## src/rtl/stepper_axis_pkg.sv

```systemverilog
// Shared types for the stepper axis controller.
package stepper_axis_pkg;

    typedef enum logic [1:0] {
        AX_IDLE  = 2'd0,
        AX_SETUP = 2'd1,
        AX_MOVE  = 2'd2,
        AX_HOME  = 2'd3
    } axis_state_t;

    localparam int SW_HOME  = 0;
    localparam int SW_FAR   = 1;
    localparam int SW_COUNT = 2;

endpackage

```

## src/rtl/stepper_switch_filter.sv

```systemverilog
// Two-flop synchronizer plus debounce for one switch input.
// Assumes: raw_i is asynchronous; DEB_CYCLES >= 1. The output takes the
// synchronized value only after it has differed for DEB_CYCLES edges in a row.
module stepper_switch_filter #(
    parameter int DEB_CYCLES = 16
) (
    input  logic clk,
    input  logic rst_n,
    input  logic raw_i,
    output logic filt_o
);
    localparam int CNT_W = (DEB_CYCLES > 1) ? $clog2(DEB_CYCLES) : 1;
    localparam logic [CNT_W-1:0] LAST = CNT_W'(DEB_CYCLES - 1);

    logic             sync1_q, sync2_q;
    logic [CNT_W-1:0] cnt_q;

    // Bring the raw level into the clock domain.
    always_ff @(posedge clk) begin
        if (!rst_n) begin
            sync1_q <= 1'b0;
            sync2_q <= 1'b0;
        end else begin
            sync1_q <= raw_i;
            sync2_q <= sync1_q;
        end
    end

    // Accept a new level only after it has held for the whole window.
    always_ff @(posedge clk) begin
        if (!rst_n) begin
            cnt_q  <= '0;
            filt_o <= 1'b0;
        end else if (sync2_q == filt_o) begin
            cnt_q <= '0;
        end else if (cnt_q == LAST) begin
            filt_o <= sync2_q;
            cnt_q  <= '0;
        end else begin
            cnt_q <= cnt_q + 1'b1;
        end
    end
endmodule

```

## src/rtl/stepper_quad_decoder.sv

```systemverilog
// 4x quadrature decoder. Emits one-cycle inc/dec/bad pulses.
// Assumes: A/B are asynchronous. Positive order of {a,b}: 00,10,11,01.
// Decoding starts only once the synchronizer holds real samples.
module stepper_quad_decoder (
    input  logic clk,
    input  logic rst_n,
    input  logic enc_a,
    input  logic enc_b,
    output logic inc_o,
    output logic dec_o,
    output logic bad_o
);
    logic       a1_q, a2_q, b1_q, b2_q;
    logic [1:0] prev_idx_q;
    logic [1:0] prime_q;
    logic [1:0] cur_idx, delta;
    logic       live;

    assign cur_idx = {b2_q, a2_q ^ b2_q};
    assign delta   = cur_idx - prev_idx_q;
    assign live    = (prime_q == 2'd3);
    assign inc_o   = live && (delta == 2'd1);
    assign dec_o   = live && (delta == 2'd3);
    assign bad_o   = live && (delta == 2'd2);

    // Synchronize both channels and remember the last phase index.
    always_ff @(posedge clk) begin
        if (!rst_n) begin
            a1_q       <= 1'b0;
            a2_q       <= 1'b0;
            b1_q       <= 1'b0;
            b2_q       <= 1'b0;
            prev_idx_q <= 2'd0;
        end else begin
            a1_q       <= enc_a;
            a2_q       <= a1_q;
            b1_q       <= enc_b;
            b2_q       <= b1_q;
            prev_idx_q <= cur_idx;
        end
    end

    // Count out the synchronizer fill before trusting the comparison.
    always_ff @(posedge clk) begin
        if (!rst_n)              prime_q <= 2'd0;
        else if (prime_q != 2'd3) prime_q <= prime_q + 1'b1;
    end
endmodule

```

## src/rtl/stepper_pulse_gen.sv

```systemverilog
// Step square-wave generator. The period is rate_div clamped to MIN_PERIOD
// and is latched at each rising edge; the high phase is half the period.
// Assumes: MIN_PERIOD >= 4, so the high phase lasts at least two cycles.
// Dropping en lets the current period finish without a new rising edge.
module stepper_pulse_gen #(
    parameter int DIV_W      = 16,
    parameter int MIN_PERIOD = 8
) (
    input  logic             clk,
    input  logic             rst_n,
    input  logic             en,
    input  logic [DIV_W-1:0] rate_div,
    output logic             step_o,
    output logic             active_o,
    output logic [DIV_W-1:0] period_o
);
    localparam logic [DIV_W-1:0] MIN_P = DIV_W'(MIN_PERIOD);

    logic [DIV_W-1:0] per_q, cnt_q, cnt_nxt, half;

    assign period_o = (rate_div < MIN_P) ? MIN_P : rate_div;
    assign half     = per_q >> 1;
    assign cnt_nxt  = cnt_q + 1'b1;

    // Run the period counter and shape the high and low phases.
    always_ff @(posedge clk) begin
        if (!rst_n) begin
            per_q    <= MIN_P;
            cnt_q    <= '0;
            active_o <= 1'b0;
            step_o   <= 1'b0;
        end else if (!active_o) begin
            if (en) begin
                active_o <= 1'b1;
                per_q    <= period_o;
                cnt_q    <= '0;
                step_o   <= 1'b1;
            end
        end else if (cnt_q == per_q - 1'b1) begin
            cnt_q <= '0;
            if (en) begin
                per_q  <= period_o;
                step_o <= 1'b1;
            end else begin
                active_o <= 1'b0;
                step_o   <= 1'b0;
            end
        end else begin
            cnt_q  <= cnt_nxt;
            step_o <= (cnt_nxt < half);
        end
    end
endmodule

```

## src/rtl/stepper_axis_ctrl.sv

```systemverilog
// One stepper axis: switch filtering, interlocked stepping, homing and an
// encoder-tracked signed position.
// Assumes: home switch at the negative end, far switch at the positive end,
// switches active high, encoder steady at reset. A home hit that coincides
// with an encoder count gives priority to the zeroing.
module stepper_axis_ctrl
    import stepper_axis_pkg::*;
#(
    parameter int POS_W      = 32,
    parameter int DIV_W      = 16,
    parameter int MIN_PERIOD = 8,
    parameter int DEB_CYCLES = 1000
) (
    input  logic             clk,
    input  logic             rst_n,
    input  logic             cmd_valid,
    input  logic [POS_W-1:0] cmd_target,
    input  logic [DIV_W-1:0] rate_div,
    input  logic             home_req,
    input  logic             lim_home,
    input  logic             lim_far,
    input  logic             enc_a,
    input  logic             enc_b,
    output logic             step_out,
    output logic             dir_out,
    output logic             drv_en,
    output logic             busy,
    output logic             homed,
    output logic [POS_W-1:0] position,
    output logic             enc_err,
    output logic             home_err
);
    axis_state_t      st_q;
    logic             dir_q, seek_home_q, homed_q, home_err_q, enc_err_q;
    logic [POS_W-1:0] pos_q, tgt_q;
    logic [DIV_W-1:0] set_cnt_q, period_now, set_last;
    logic [SW_COUNT-1:0] sw_raw, sw_filt;
    logic             home_f, far_f, blk, at_tgt, home_hit, gen_en, gen_active;
    logic             enc_inc, enc_dec, enc_bad;

    assign sw_raw = {lim_far, lim_home};

    for (genvar g = 0; g < SW_COUNT; g++) begin : g_sw
        stepper_switch_filter #(.DEB_CYCLES(DEB_CYCLES)) u_flt (
            .clk    (clk),
            .rst_n  (rst_n),
            .raw_i  (sw_raw[g]),
            .filt_o (sw_filt[g])
        );
    end

    assign home_f   = sw_filt[SW_HOME];
    assign far_f    = sw_filt[SW_FAR];
    assign blk      = dir_q ? far_f : home_f;
    assign at_tgt   = (pos_q == tgt_q);
    assign home_hit = (st_q == AX_HOME) && home_f && !far_f;
    assign gen_en   = !blk && (((st_q == AX_MOVE) && !at_tgt) ||
                               ((st_q == AX_HOME) && !far_f));
    assign set_last = period_now - 1'b1;

    stepper_quad_decoder u_dec (
        .clk   (clk),
        .rst_n (rst_n),
        .enc_a (enc_a),
        .enc_b (enc_b),
        .inc_o (enc_inc),
        .dec_o (enc_dec),
        .bad_o (enc_bad)
    );

    stepper_pulse_gen #(.DIV_W(DIV_W), .MIN_PERIOD(MIN_PERIOD)) u_gen (
        .clk      (clk),
        .rst_n    (rst_n),
        .en       (gen_en),
        .rate_div (rate_div),
        .step_o   (step_out),
        .active_o (gen_active),
        .period_o (period_now)
    );

    // Sequence commands: accept, hold direction for a period, step, finish.
    always_ff @(posedge clk) begin
        if (!rst_n) begin
            st_q        <= AX_IDLE;
            dir_q       <= 1'b0;
            seek_home_q <= 1'b0;
            homed_q     <= 1'b0;
            home_err_q  <= 1'b0;
            tgt_q       <= '0;
            set_cnt_q   <= '0;
        end else begin
            case (st_q)
                AX_IDLE: begin
                    if (home_req) begin
                        homed_q     <= 1'b0;
                        dir_q       <= 1'b0;
                        seek_home_q <= 1'b1;
                        set_cnt_q   <= '0;
                        st_q        <= AX_SETUP;
                    end else if (cmd_valid && homed_q && (cmd_target != pos_q)) begin
                        tgt_q       <= cmd_target;
                        dir_q       <= ($signed(cmd_target) > $signed(pos_q));
                        seek_home_q <= 1'b0;
                        set_cnt_q   <= '0;
                        st_q        <= AX_SETUP;
                    end
                end
                AX_SETUP: begin
                    if (set_cnt_q >= set_last) begin
                        if (!gen_active) st_q <= seek_home_q ? AX_HOME : AX_MOVE;
                    end else begin
                        set_cnt_q <= set_cnt_q + 1'b1;
                    end
                end
                AX_HOME: begin
                    if (far_f) begin
                        home_err_q <= 1'b1;
                        st_q       <= AX_IDLE;
                    end else if (home_f) begin
                        homed_q <= 1'b1;
                        st_q    <= AX_IDLE;
                    end
                end
                AX_MOVE: begin
                    if (at_tgt || blk) st_q <= AX_IDLE;
                end
                default: st_q <= AX_IDLE;
            endcase
        end
    end

    // Track position from the encoder; zero it on the homing hit.
    always_ff @(posedge clk) begin
        if (!rst_n)        pos_q <= '0;
        else if (home_hit) pos_q <= '0;
        else if (enc_inc)  pos_q <= pos_q + 1'b1;
        else if (enc_dec)  pos_q <= pos_q - 1'b1;
    end

    // Latch any illegal encoder transition until reset.
    always_ff @(posedge clk) begin
        if (!rst_n)       enc_err_q <= 1'b0;
        else if (enc_bad) enc_err_q <= 1'b1;
    end

    assign dir_out  = dir_q;
    assign busy     = (st_q != AX_IDLE);
    assign homed    = homed_q;
    assign drv_en   = busy || homed_q;
    assign position = pos_q;
    assign enc_err  = enc_err_q;
    assign home_err = home_err_q;
endmodule

```

## config.mk

```make
export PLATFORM = sky130hd
export DESIGN_NAME = stepper_axis_ctrl
export DESIGN_NICKNAME = d
export VERILOG_FILES = /design/src/rtl/stepper_axis_pkg.sv /design/src/rtl/stepper_switch_filter.sv /design/src/rtl/stepper_quad_decoder.sv /design/src/rtl/stepper_pulse_gen.sv /design/src/rtl/stepper_axis_ctrl.sv
export SDC_FILE = /design/constraint.sdc
export NUM_CORES = 1
export LEC_CHECK = 0
export ABC_AREA = 0
export BUFFER_PORTS_ARGS = -buffer_cell sky130_fd_sc_hd__buf_2
export CAP_MARGIN = 20
export CORE_MARGIN = 2
export CORE_UTILIZATION = 40
export DETAILED_ROUTE_END_ITERATION = 8
export PLACE_DENSITY = 0.64
export SLEW_MARGIN = 25
export SYNTH_ARGS = -nofsm -noshare
export SYNTH_HDL_FRONTEND = slang
export SYNTH_HIERARCHICAL = 1
export SYNTH_SLANG_ARGS = --single-unit
```

## constraint.sdc

```tcl
create_clock -name clk -period 8.1 [get_ports clk]
set_clock_uncertainty 0.2 [all_clocks]
set_input_delay 1.62 -clock clk [delete_from_list [all_inputs] [get_ports clk]]
set_output_delay 1.62 -clock clk [all_outputs]
set_load 0.01 [all_outputs]
```

### Word level (Yosys, flattened, before mapping)

Cells that the tools add are included.

* bits in registers: 155
* output and inout port bits: 39
* word-level logic and storage cells: 142

* $add $sub $neg: 10
* $lt $le $gt $ge: 4
* equal/unequal tests: 25
* mux-type cells: 37
* bitwise operators: 5
* reduce and logical (&&, ||, !) cells: 34

Operators by type and width (number)
* $mux 16: 10
* $mux 32: 2
* $add 16x1->16 const B: 2
* $add 32x1->32 const B: 1
* $eq 32x32->1: 1
* $gt 32x32->1: 1
* $ne 32x32->1: 1
* $pmux 16 s2: 1
* $sub 16x1->16 const B: 2
* $sub 32x1->32 const B: 1
* $add 10x1->10 const B: 2
* $eq 10x10->1 const B: 2
* $eq 16x16->1: 1
* $ge 16x16->1: 1
* $lt 16x15->1: 1
* $lt 16x4->1 const B: 1
* $mux 1: 15
* $mux 2: 7
* $ne 2x2->1 const B: 7
* $reduce_bool 2->1: 6
* $eq 2x2->1 const B: 5
* $logic_and 1x1->1: 10
* $pmux 2 s4: 1
* $reduce_and 2->1: 4
* other kinds (18): 30

### Logic depth before layout (Yosys ltp)

Gate-level depths: netlist of the first run.

* depth after elaboration: 8
* mapped depth: 20

### Modules after synthesis

Netlist of the first run, hierarchy kept.

By module, submodules not included
* stepper_axis_ctrl: instances 1, cells each 830, area an instance 6642.6 um^2
* stepper_pulse_gen: instances 1, cells each 304, area an instance 2571.2 um^2
* stepper_switch_filter (g_sw[0].u_flt): instances 1, cells each 58, area an instance 541.8 um^2
* stepper_switch_filter (g_sw[1].u_flt): instances 1, cells each 56, area an instance 525.5 um^2
* stepper_quad_decoder: instances 1, cells each 26, area an instance 315.3 um^2

### Worst setup path before layout of the first run

OpenSTA, ideal clock, no wires.

* kind: input -> register
* start: input port rate_div[15]
* end: register set_cnt_q[7]
* arrival: 5.161 ns
* slack: 2.666 ns
* stages on the path: 19
* buffers on the path: 1
* path through: nor4_1 -> nand4_1 -> and2_1 -> nor3_1 -> nand2b_1 -> nor4_1 -> nand2_1 -> or2_2 -> nor4_1 -> xnor2_1 -> ha_1 -> a21oi_1 -> nor2b_1 -> nor3_1 -> o21a_4 -> o211ai_4 -> buf_6 -> or4_1 -> a21oi_1

* word-level cells in the longest chain between the ends: 6

RTL lines
* start, declared: line stepper_axis_ctrl.sv:18 `input logic [DIV_W-1:0] rate_div,`
* $lt 16x4->1: line stepper_pulse_gen.sv:21 `assign period_o = (rate_div < MIN_P) ? MIN_P : rate_div;`
* $mux 16: line stepper_pulse_gen.sv:21
* via period_now[2]: line stepper_axis_ctrl.sv:36 `logic [DIV_W-1:0] set_cnt_q, period_now, set_last;`
* $sub 16x1->16: line stepper_axis_ctrl.sv:59 `assign set_last = period_now - 1'b1;`
* $ge 16x16->1: line stepper_axis_ctrl.sv:109 `if (set_cnt_q >= set_last) begin`
* $ne 2x2->1 (no source line)
* $reduce_and 3->1 (no source line)
* end signal, assigned: line stepper_axis_ctrl.sv:112 `set_cnt_q <= set_cnt_q + 1'b1;`
* end, declared: line stepper_axis_ctrl.sv:36

The timed path passes the listed nets, and every way through them passes these cells.
A chain may end at the register's enable or synchronous reset.

### Final worst setup path of the first run

* start: input port rate_div[9]
* end: register set_cnt_q[6]

Same word-level chain as after synthesis.

==> flow_summary.toml, run 1 <==
[status]
status = "finished clean"

[sta]
tightest_slew_ns = 0.841
setup_tns_ns = 0
finalHoldViolCount = 0
fin_ws_ns = 2.42
worst_hold_slack_ns = 0.231
rsz0062_at_grt = "no"
layout_min_cycle_time_ns = 5.68
fmax_mhz = 176
setup_violations = 0
period_share_pct = 70.1
slew_viol_final = 0
max_slew_margin_pct = 43.3

[floorplanning]
placementRows = 59
io_pins = 95
core_area_mm2 = 0.0261
dieArea_mm2 = 0.0278
die_h_um = 167
start_util_pct = 40.7
die_x_um = 167

[flow_run]
maxCapViolCount = 0

[worst_hold_path]
hold_path_startpoint = "g_sw[0].u_flt/sync1_q$_SDFF_PN0_"
hold_depth = 1
min_to = "g_sw[0].u_flt/sync2_q$_SDFF_PN0_"
hp-class = "flop to flop"

[worst_setup_path]
crit_path_start_kind = "input pin"
critical_path_class = "input pin to flop"
worstRegToRegCells = 16
r2r_end = "position[31]$_SDFFE_PP0P_"
cp.required_ns = 8.25
cp_max_fo = 22
end_kind = "flop"
ff2ff_setup_slack_ns = 3.55
worstPathArrival_ns = 5.83
r2r_start = "u_dec/b2_q$_SDFF_PN0_"

[global_route]
grt_pass1_vias = 8564
overflow = 0
grtUsageTotal_pct = 19.2
grt_max_degree = 62
antenna_found_initial = 3
grt_pass1_wl_um = 44000

[logic_synthesis]
synth_fp_nets = 1431
async_flop_share_pct = 0
yosysSeqAreaShare_pct = 29.3
synthCells = 1274
synth_ff_type = "dfxtp_1"
synth.avg_cell_area_um2 = 8.32
synth_edf_count = 0
ys_ff_latch = 155
synth_cell_types = 89
synthesis.area_mm2 = 0.0106
synth_warnings = 6

[cts]
cts-root-buf = "clkbuf_16"
cts_max_path_buffers = 2
cts_resized = 0
h-tree-depth = 4
clk_pin_slew_ns = 0.07
cts_hold_buf = 0
clock-sinks = 155
cts_setup_buffers = 0
numCtsBuffers = 17
cts_tree = "built"
clock_latency_ns = 0.43

[pwr]
powerDensity_mw_per_mm2 = 170
p_total_mw = 2.02
vdd.ir_drop.worst_v = 0.000134
leakagePower_nw = 4.95

[drt]
vias_per_cell = 5.44
ant_nets = 0
routed_wirelength_um = 26800
vias = 9186
drc = 0
first_iter_violations = 613
firstDrtPassIters = 5
wl_per_cell_um = 15.8

[cells_and_area]
instances_no_fill = 1690
final_core_util_pct = 45.5
postLayoutCellArea_mm2 = 0.0119
syn_to_final_growth_pct = 11.9
final_nets = 1496
drive_gt1_share_pct = 12.5

[placed_design]
portBuffers = 94
dpl_cell_area_mm2 = 0.0113
pre_cts_slack_ns = 2.05
dp_cells = 1655
post-dp-hpwl_um = 20200
place_congestion = 0.863
==> where the power goes <==
part	switching (mW)	total [mW]	internal, mW	leakage, nW
clock network	0.363	0.768	0.405	0.270
logic	0.250	0.454	0.204	3.43
registers	0.0220	0.798	0.776	1.25
==> cell usage after synthesis (all sizes together) (3+ instances only) <==
library cell / n / area (µm²)
a2111oi: 4 / 60.1
a211o: 3 / 26.3
a211oi: 6 / 45.0
a21boi: 35 / 263
a21o: 42 / 315
a21oi: 77 / 408
a221oi: 3 / 43.8
a22oi: 3 / 22.5
a31oi: 13 / 87.6
a32o: 14 / 140
and2: 16 / 101
and3: 5 / 31.3
and4: 4 / 36.3
buf: 8 / 73.8
clkbuf: 46 / 173
dfxtp: 155 / 3100
ha: 100 / 1250
inv: 71 / 267
mux2i: 19 / 190
nand2: 191 / 717
nand2b: 15 / 93.8
nand3: 33 / 175
nand4: 31 / 194
nor2: 65 / 254
nor2b: 11 / 68.8
nor3: 22 / 115
nor4: 17 / 128
nor4b: 3 / 53.8
o2111a: 3 / 33.8
o211a: 4 / 40.0
o211ai: 8 / 78.8
o21a: 9 / 75.1
o21ai: 38 / 190
o22ai: 4 / 25.0
o311ai: 8 / 77.6
o31ai: 10 / 75.1
o41ai: 8 / 77.6
or2: 4 / 25.0
or3: 10 / 67.6
or4: 9 / 67.6
xnor2: 46 / 403
xor2: 75 / 657
==> state kept, by name, indices dropped and copies added, names as in the netlist, 2 cells and up <==
signal	count
st_q	2
u_dec/prime_q	2
position	32
g_sw.u_flt/sync1_q	2
g_sw.u_flt/filt_o	2
u_dec/prev_idx_q	2
set_cnt_q	16
u_gen/cnt_q	16
g_sw.u_flt/cnt_q	20
u_gen/per_q	16
tgt_q	32
g_sw.u_flt/sync2_q	2
==> layout make-up <==
type,count,area (µm²)
antenna,3,7.51
clock buffer,18,429
clock inverter,14,126
fill,2561,14200
inverter,72,270
multi-input combinational,993,6980
sequential,155,3100
tap,335,419
timing repair buffer,100,518
==> critical path, stage by stage <==
cell and delay (ns):
buf_2 0.13, nor4_1 0.30, nand4_1 0.20, and2_1 0.27, nor3_1 0.21, nand2b_1 0.14, nor4_1 0.26, nand2_1 0.14
or2_2 0.31, nor3_1 0.22, xnor2_1 0.20, ha_1 0.29, o21ai_0 0.52, o211ai_4 0.29, or4_1 0.56, a21oi_1 0.17
==> cells in the final DEF (no fill, tap or decap), types with 31 or more instances in the layout <==
cell type	count
inv_1	71
xor2_1	75
nor2_1	62
nand3_1	31
a21boi_0	34
xnor2_1	46
a21oi_1	73
nand2_1	190
ha_1	100
o21ai_0	34
buf_2	93
dfxtp_1	155
a21o_1	42
nand4_1	31
==> worst max path at each step <==
| stage | startpoint | endpoint | slack, ns |
|---|---|---|---|
| 2_1_floorplan | rate_div[15] | set_cnt_q[7]$_SDFFE_PN0P_ | 2.67 |
| 3_3_place_gp | rate_div[9] | set_cnt_q[9]$_SDFFE_PN0P_ | 2.10 |
| 3_5_place_dp | rate_div[14] | set_cnt_q[6]$_SDFFE_PN0P_ | 2.05 |
| 4_1_cts | rate_div[9] | set_cnt_q[6]$_SDFFE_PN0P_ | 2.50 |
| 5_1_grt | rate_div[14] | set_cnt_q[9]$_SDFFE_PN0P_ | 2.08 |
| 6_report | rate_div[9] | set_cnt_q[6]$_SDFFE_PN0P_ | 2.42 |
==> cell families after synthesis <==
group | count (synthesis) | share of synthesized area, %
AND/OR/NAND/NOR | 444 | 20.8
AO/OA/AOI/OAI | 306 | 20.9
XOR/XNOR | 122 | 10.2
multiplexers | 20 | 1.90
buffers and inverters | 126 | 4.88
flip-flops | 155 | 29.3
adder cells (fa/ha/maj) | 101 | 12.0
==> routing by layer <==
| layer | vias up | wire length [µm] | global-route usage, % |
|---|---|---|---|
| li1 | 4694 | - | - |
| met1 | 4281 | 12800 | 26.2 |
| met2 | 176 | 12300 | 31.2 |
| met3 | 35 | 1160 | 3.59 |
| met4 | 0 | 447 | 5.10 |
| met5 | - | 0 | 0 |
(Power assumes the default switching activity.)
==> run 2, diff against run 1 <==
Settings changed: ABC_AREA 0 to 1, PLACE_DENSITY 0.64 to 0.66.
Clock period 8.1 ns to 5.2 ns, I/O delays scaled along.
==> run 2 against run 1 <==
Non-clock buffer count down 3. Sequential cell count did not move. Setup slack worse by 1.8 ns. Core utilization decreased by 0.24 points. Hold slack worse by 0.011 ns. Critical endpoint is now set_cnt_q[15]$_SDFFE_PN0P_. Die area up 9.6%.
==> flow_summary.toml, run 2 <==
[sta]
setup_violations = 0
rsz0062_at_grt = "no"
slew_viol_final = 0
max_slew_margin_pct = 51.0
finalHoldViolCount = 0
worst_hold_slack_ns = 0.220
fmax_mhz = 217
layout_min_cycle_time_ns = 4.61
period_share_pct = 88.7
tightest_slew_ns = 0.733
setup_tns_ns = 0

[worst_setup_path]
cp.required_ns = 5.37
cp_max_fo = 22
worstPathArrival_ns = 4.78
critical_path_class = "input pin to flop"
crit_path_start_kind = "input pin"
crit_path_top_delay_cell = "or4_1"
crit_path_max_incr_delay_ns = 0.53
end_kind = "flop"
cpMostUsedCell = "nand2_1"

[global_route]
grt_pass1_vias = 10610
grt_max_degree = 58
overflow = 0
grtUsageTotal_pct = 20.8
grt_pass1_wl_um = 51500
antenna_found_initial = 0

[cts]
numCtsBuffers = 17
cts_setup_buffers = 0
clk_pin_slew_ns = 0.07
cts_tree = "built"
cts-root-buf = "clkbuf_16"
clock_latency_ns = 0.45
cts_hold_buf = 0
cts_max_path_buffers = 2
h-tree-depth = 4
clock-sinks = 155
cts_resized = 0

[logic_synthesis]
synthesis.area_mm2 = 0.0116
synth_top_area_cell = "dfxtp_1"
yosys-top-cells-count = "nand2_1, inv_1, nor2_1, a21oi_1, dfxtp_1"
synth.avg_cell_area_um2 = 6.35
synth_warnings = 6
synthCells = 1834
ys_ff_latch = 155
synth_ff_type = "dfxtp_1"
synth_edf_count = 0
synth_fp_nets = 1991
synth_cell_types = 47
yosysMostFrequentCell = "nand2_1"
yosys.area.top_type_share_pct = 26.7
yosysSeqAreaShare_pct = 26.7
async_flop_share_pct = 0
netlist_top_cells_area = "dfxtp_1, nand2_1, ha_1"

[cells_and_area]
n_antenna_cell = 0
final_common_cell = "nand2_1"
syn_to_final_growth_pct = 11.6
final_nets = 2065
final_core_util_pct = 45.3
final_cell_mix = "nand2_1, inv_1, nor2_1"
drive_gt1_share_pct = 10.3

[placed_design]
post-dp-hpwl_um = 24500
portBuffers = 94
place_congestion = 0.939

[pwr]
vdd.ir_drop.worst_v = 0.000240
p_total_mw = 4.67
leakagePower_nw = 6.37
powerDensity_mw_per_mm2 = 359

[floorplanning]
core_area_mm2 = 0.0287
start_util_pct = 40.6
die_h_um = 175
io_pins = 95
die_x_um = 175
dieArea_mm2 = 0.0305
placementRows = 62

[drt]
drc = 0
vias = 11356
vias_per_cell = 4.93
wl_per_cell_um = 13.7
routed_wirelength_um = 31500
first_iter_violations = 763
firstDrtPassIters = 5
ant_nets = 0

[status]
status = "finished clean"

[worst_hold_path]
hp-class = "flop to flop"

[flow_run]
maxCapViolCount = 0
==> run 2: cell count changes after synthesis, sizes merged, moves of 39 or more <==
cell / change
nor2: +192
a21oi: +93
inv: +203
o21ai: +65
nand2: +287
a21o: -39
nand3: +56
==> run 2: final cells by class <==
type                    instances  area (µm²)
well taps                     384         480
flip-flops and latches        155        3100
multi-input cells            1361        7270
repair buffers                 97         493
fillers                      2989       15700
clock buffers                  17         425
inverters                     276        1040
clock inverters                15         174
==> run 2: worst max-delay path: cells and delay by family <==
family / cells / cell delay, ns
and+or+nand+nor: 15 / 2.38
buffers and inverters: 6 / 0.62
adders and majority gates: 1 / 0.29
xor gates and xnor gates: 1 / 0.15
AOI/OAI and AO/OA: 2 / 0.31
==> run 2: report_power, final <==
group	internal, mW	total [mW]	switching (mW)
clock	0.647	1.27	0.621
sequential	1.29	1.43	0.146
combinational	0.661	1.97	1.31
total	2.60	4.67	2.07
==> run 2: worst paths after layout <==
check                                                 startpoint                               end  slack (ns)  depth (start not counted)
worst min-delay path            g_sw[1].u_flt/sync1_q$_SDFF_PN0_  g_sw[1].u_flt/sync2_q$_SDFF_PN0_        0.22                          2
worst min register to register  g_sw[1].u_flt/sync1_q$_SDFF_PN0_  g_sw[1].u_flt/sync2_q$_SDFF_PN0_        0.22                          2
worst max-delay path                                 rate_div[7]        set_cnt_q[15]$_SDFFE_PN0P_        0.59                         25
worst max register to register             u_dec/b2_q$_SDFF_PN0_         position[30]$_SDFFE_PP0P_        1.27                         17
==> run 2: logic make-up (layout without fill, tap and decap cells) <==
group | count (synthesis) | after routing | share of synthesized area, %
AOI/OAI and AO/OA | 294 | 294 | 13.3
and+or+nand+nor | 894 | 894 | 32.7
buffers and inverters | 318 | 405 | 11.0
adders and majority gates | 101 | 101 | 10.9
xor gates and xnor gates | 72 | 72 | 5.42
DFF | 155 | 155 | 26.7
==> run 2: per-stage QoR <==
stage | instance area (µm²) | cells | setup slack [ns]
after floorplan | 11600 | 1834 | 0.750
after global placement | 12400 | 2273 | 0.0729
after detailed placement | 12400 | 2273 | -0.144
after CTS | 13000 | 2305 | 0.327
after global routing | 13000 | 2305 | 0.139
final | 13000 | 2305 | 0.589
==> run 2: routing by layer <==
metal  vias up  routed length [µm]  track usage (%)  share of wire, %
li1       5985                   -                -                 -
met1      5067               14800             26.7                47
met2       257               14600             35.2                46
met3        47                1290             3.39               4.1
met4         0                 801             7.15               2.5
met5         -                   0                0                 0
==> run 3, diff against run 2 <==
Settings changed: CORE_ASPECT_RATIO set to 0.75.
==> run 3 against run 2 <==
Global-route usage grew 0.95 points. Die area barely moved. Sequential power is essentially flat.
==> flow_summary.toml, run 3 (synthesized netlist as in run 2, its figures left out) <==
[worst_setup_path]
cp_max_fo = 16
crit_path_start_kind = "input pin"
critical_path_class = "input pin to flop"
cp.required_ns = 5.36
end_kind = "flop"
worstPathArrival_ns = 4.78

[pwr]
leakagePower_nw = 6.41
vdd.ir_drop.worst_v = 0.000202
p_total_mw = 4.83
powerDensity_mw_per_mm2 = 370

[sta]
fmax_mhz = 216
worst_hold_slack_ns = 0.222
tightest_slew_ns = 0.792
layout_min_cycle_time_ns = 4.62
finalHoldViolCount = 0
setup_violations = 0
setup_tns_ns = 0
rsz0062_at_grt = "no"
period_share_pct = 88.9
max_slew_margin_pct = 47.2
slew_viol_final = 0

[global_route]
grt_pass1_wl_um = 53000
grtUsageTotal_pct = 21.7
grt_pass1_vias = 10351
antenna_found_initial = 0
grt_max_degree = 67
overflow = 0

[cells_and_area]
instances_no_fill = 2314
postLayoutCellArea_mm2 = 0.0131
ff_latch_area_mm2 = 0.00310
final_cell_mix = "nand2_1, inv_1, nor2_1"
multiInputGateArea_mm2 = 0.00727
n_antenna_cell = 0
fillers = 3032
final_common_cell = "nand2_1"
drive_gt1_share_pct = 10.3
syn_to_final_growth_pct = 12.1
final_nets = 2067

[drt]
wl_per_cell_um = 14.1
vias = 11491
firstDrtPassIters = 5
ant_nets = 0
first_iter_violations = 754
vias_per_cell = 4.97
routed_wirelength_um = 32700
drc = 0

[placed_design]
dp_cells = 2283
place_congestion = 0.952
dpl_cell_area_mm2 = 0.0124
post-dp-hpwl_um = 25200
portBuffers = 94

[cts]
clk_pin_slew_ns = 0.06
clock-sinks = 155
cts_setup_buffers = 0
cts_max_path_buffers = 2
cts_tree = "built"
cts-root-buf = "clkbuf_16"
h-tree-depth = 4
clock_latency_ns = 0.44
numCtsBuffers = 17

[floorplanning]
die_x_um = 201
die_h_um = 152
dieArea_mm2 = 0.0305
start_util_pct = 40.4
io_pins = 95
core_area_mm2 = 0.0289
placementRows = 54

[flow_run]
maxCapViolCount = 0

[status]
status = "finished clean"

[worst_hold_path]
hp-class = "flop to flop"
[run 3: cell count changes in the layout (fill, tap and decap cells not counted), sizes merged]
| cell | previous run | this run |
|---|---|---|
| inv | 280 | 275 |
| buf | 97 | 99 |
| clkbuf | 17 | 21 |
| clkinv | 9 | 5 |
| bufinv | 0 | 4 |
[run 3: per-stage QoR]
| step | worst slack [ns] | utilization [%] |
|---|---|---|
| floorplan | 0.750 | - |
| global placement | 0.125 | 43.0 |
| detailed placement | -0.00349 | 43.0 |
| CTS | 0.438 | 45.2 |
| global route | 0.0969 | 45.2 |
| finish | 0.576 | 45.2 |
[run 3: final timing paths]
check                   startpoint                         end  slack [ns]  cells after the start
max                    rate_div[7]  set_cnt_q[15]$_SDFFE_PN0P_        0.58                     25
min reg2reg  u_dec/a1_q$_SDFF_PN0_       u_dec/a2_q$_SDFF_PN0_        0.22                      2
max reg2reg  u_dec/b2_q$_SDFF_PN0_   position[30]$_SDFFE_PP0P_        1.56                     18
min          u_dec/a1_q$_SDFF_PN0_       u_dec/a2_q$_SDFF_PN0_        0.22                      2
[run 3: layer usage]
metal | up-vias | wire, µm | global-route usage [%]
met5 | - | 0 | 0
met4 | 0 | 244 | 4.63
met3 | 20 | 2190 | 4.49
met2 | 318 | 12700 | 31.2
met1 | 5162 | 17600 | 32.8
li1 | 5991 | - | -
[run 3: report_power, final]
group	internal [mW]	switching (mW)	leakage [nW]
Combinational	0.665	1.34	4.84
Sequential	1.29	0.153	1.25
Clock	0.853	0.533	0.312
[run 3: final cells by class]
| type | count | share of cell area (%) |
|---|---|---|
| multi-input combinational | 1361 | 55.7 |
| clock buffer | 21 | 3.68 |
| clock inverter | 10 | 1.25 |
| tap | 392 | 3.76 |
| sequential | 155 | 23.8 |
| timing repair buffer | 99 | 3.89 |
| inverter | 276 | 7.97 |
[run 3: critical path: stages]
cell and delay [ns]:
buf_2 0.14, or4_1 0.54, nor3_2 0.24, inv_1 0.10
nand2_1 0.07, inv_1 0.08, nor3_2 0.23, nand3_1 0.14
nor2_1 0.12, nand2_1 0.10, nor3_2 0.18, nand3_1 0.12
xnor2_1 0.16, inv_1 0.06, ha_1 0.29, nand2_1 0.05
inv_1 0.08, nand3_1 0.09, a31oi_1 0.15, nor2_1 0.06
nand2_1 0.11, nand2_2 0.20, inv_2 0.24, nand2_1 0.07
a21oi_1 0.14
[run 3: what timing repair did]
| action | CTS | global route |
|---|---|---|
| endpoints found under the setup margin | 0 | 10 |
| resized for setup | 0 | 1 |
| hold buffers | 0 | 0 |
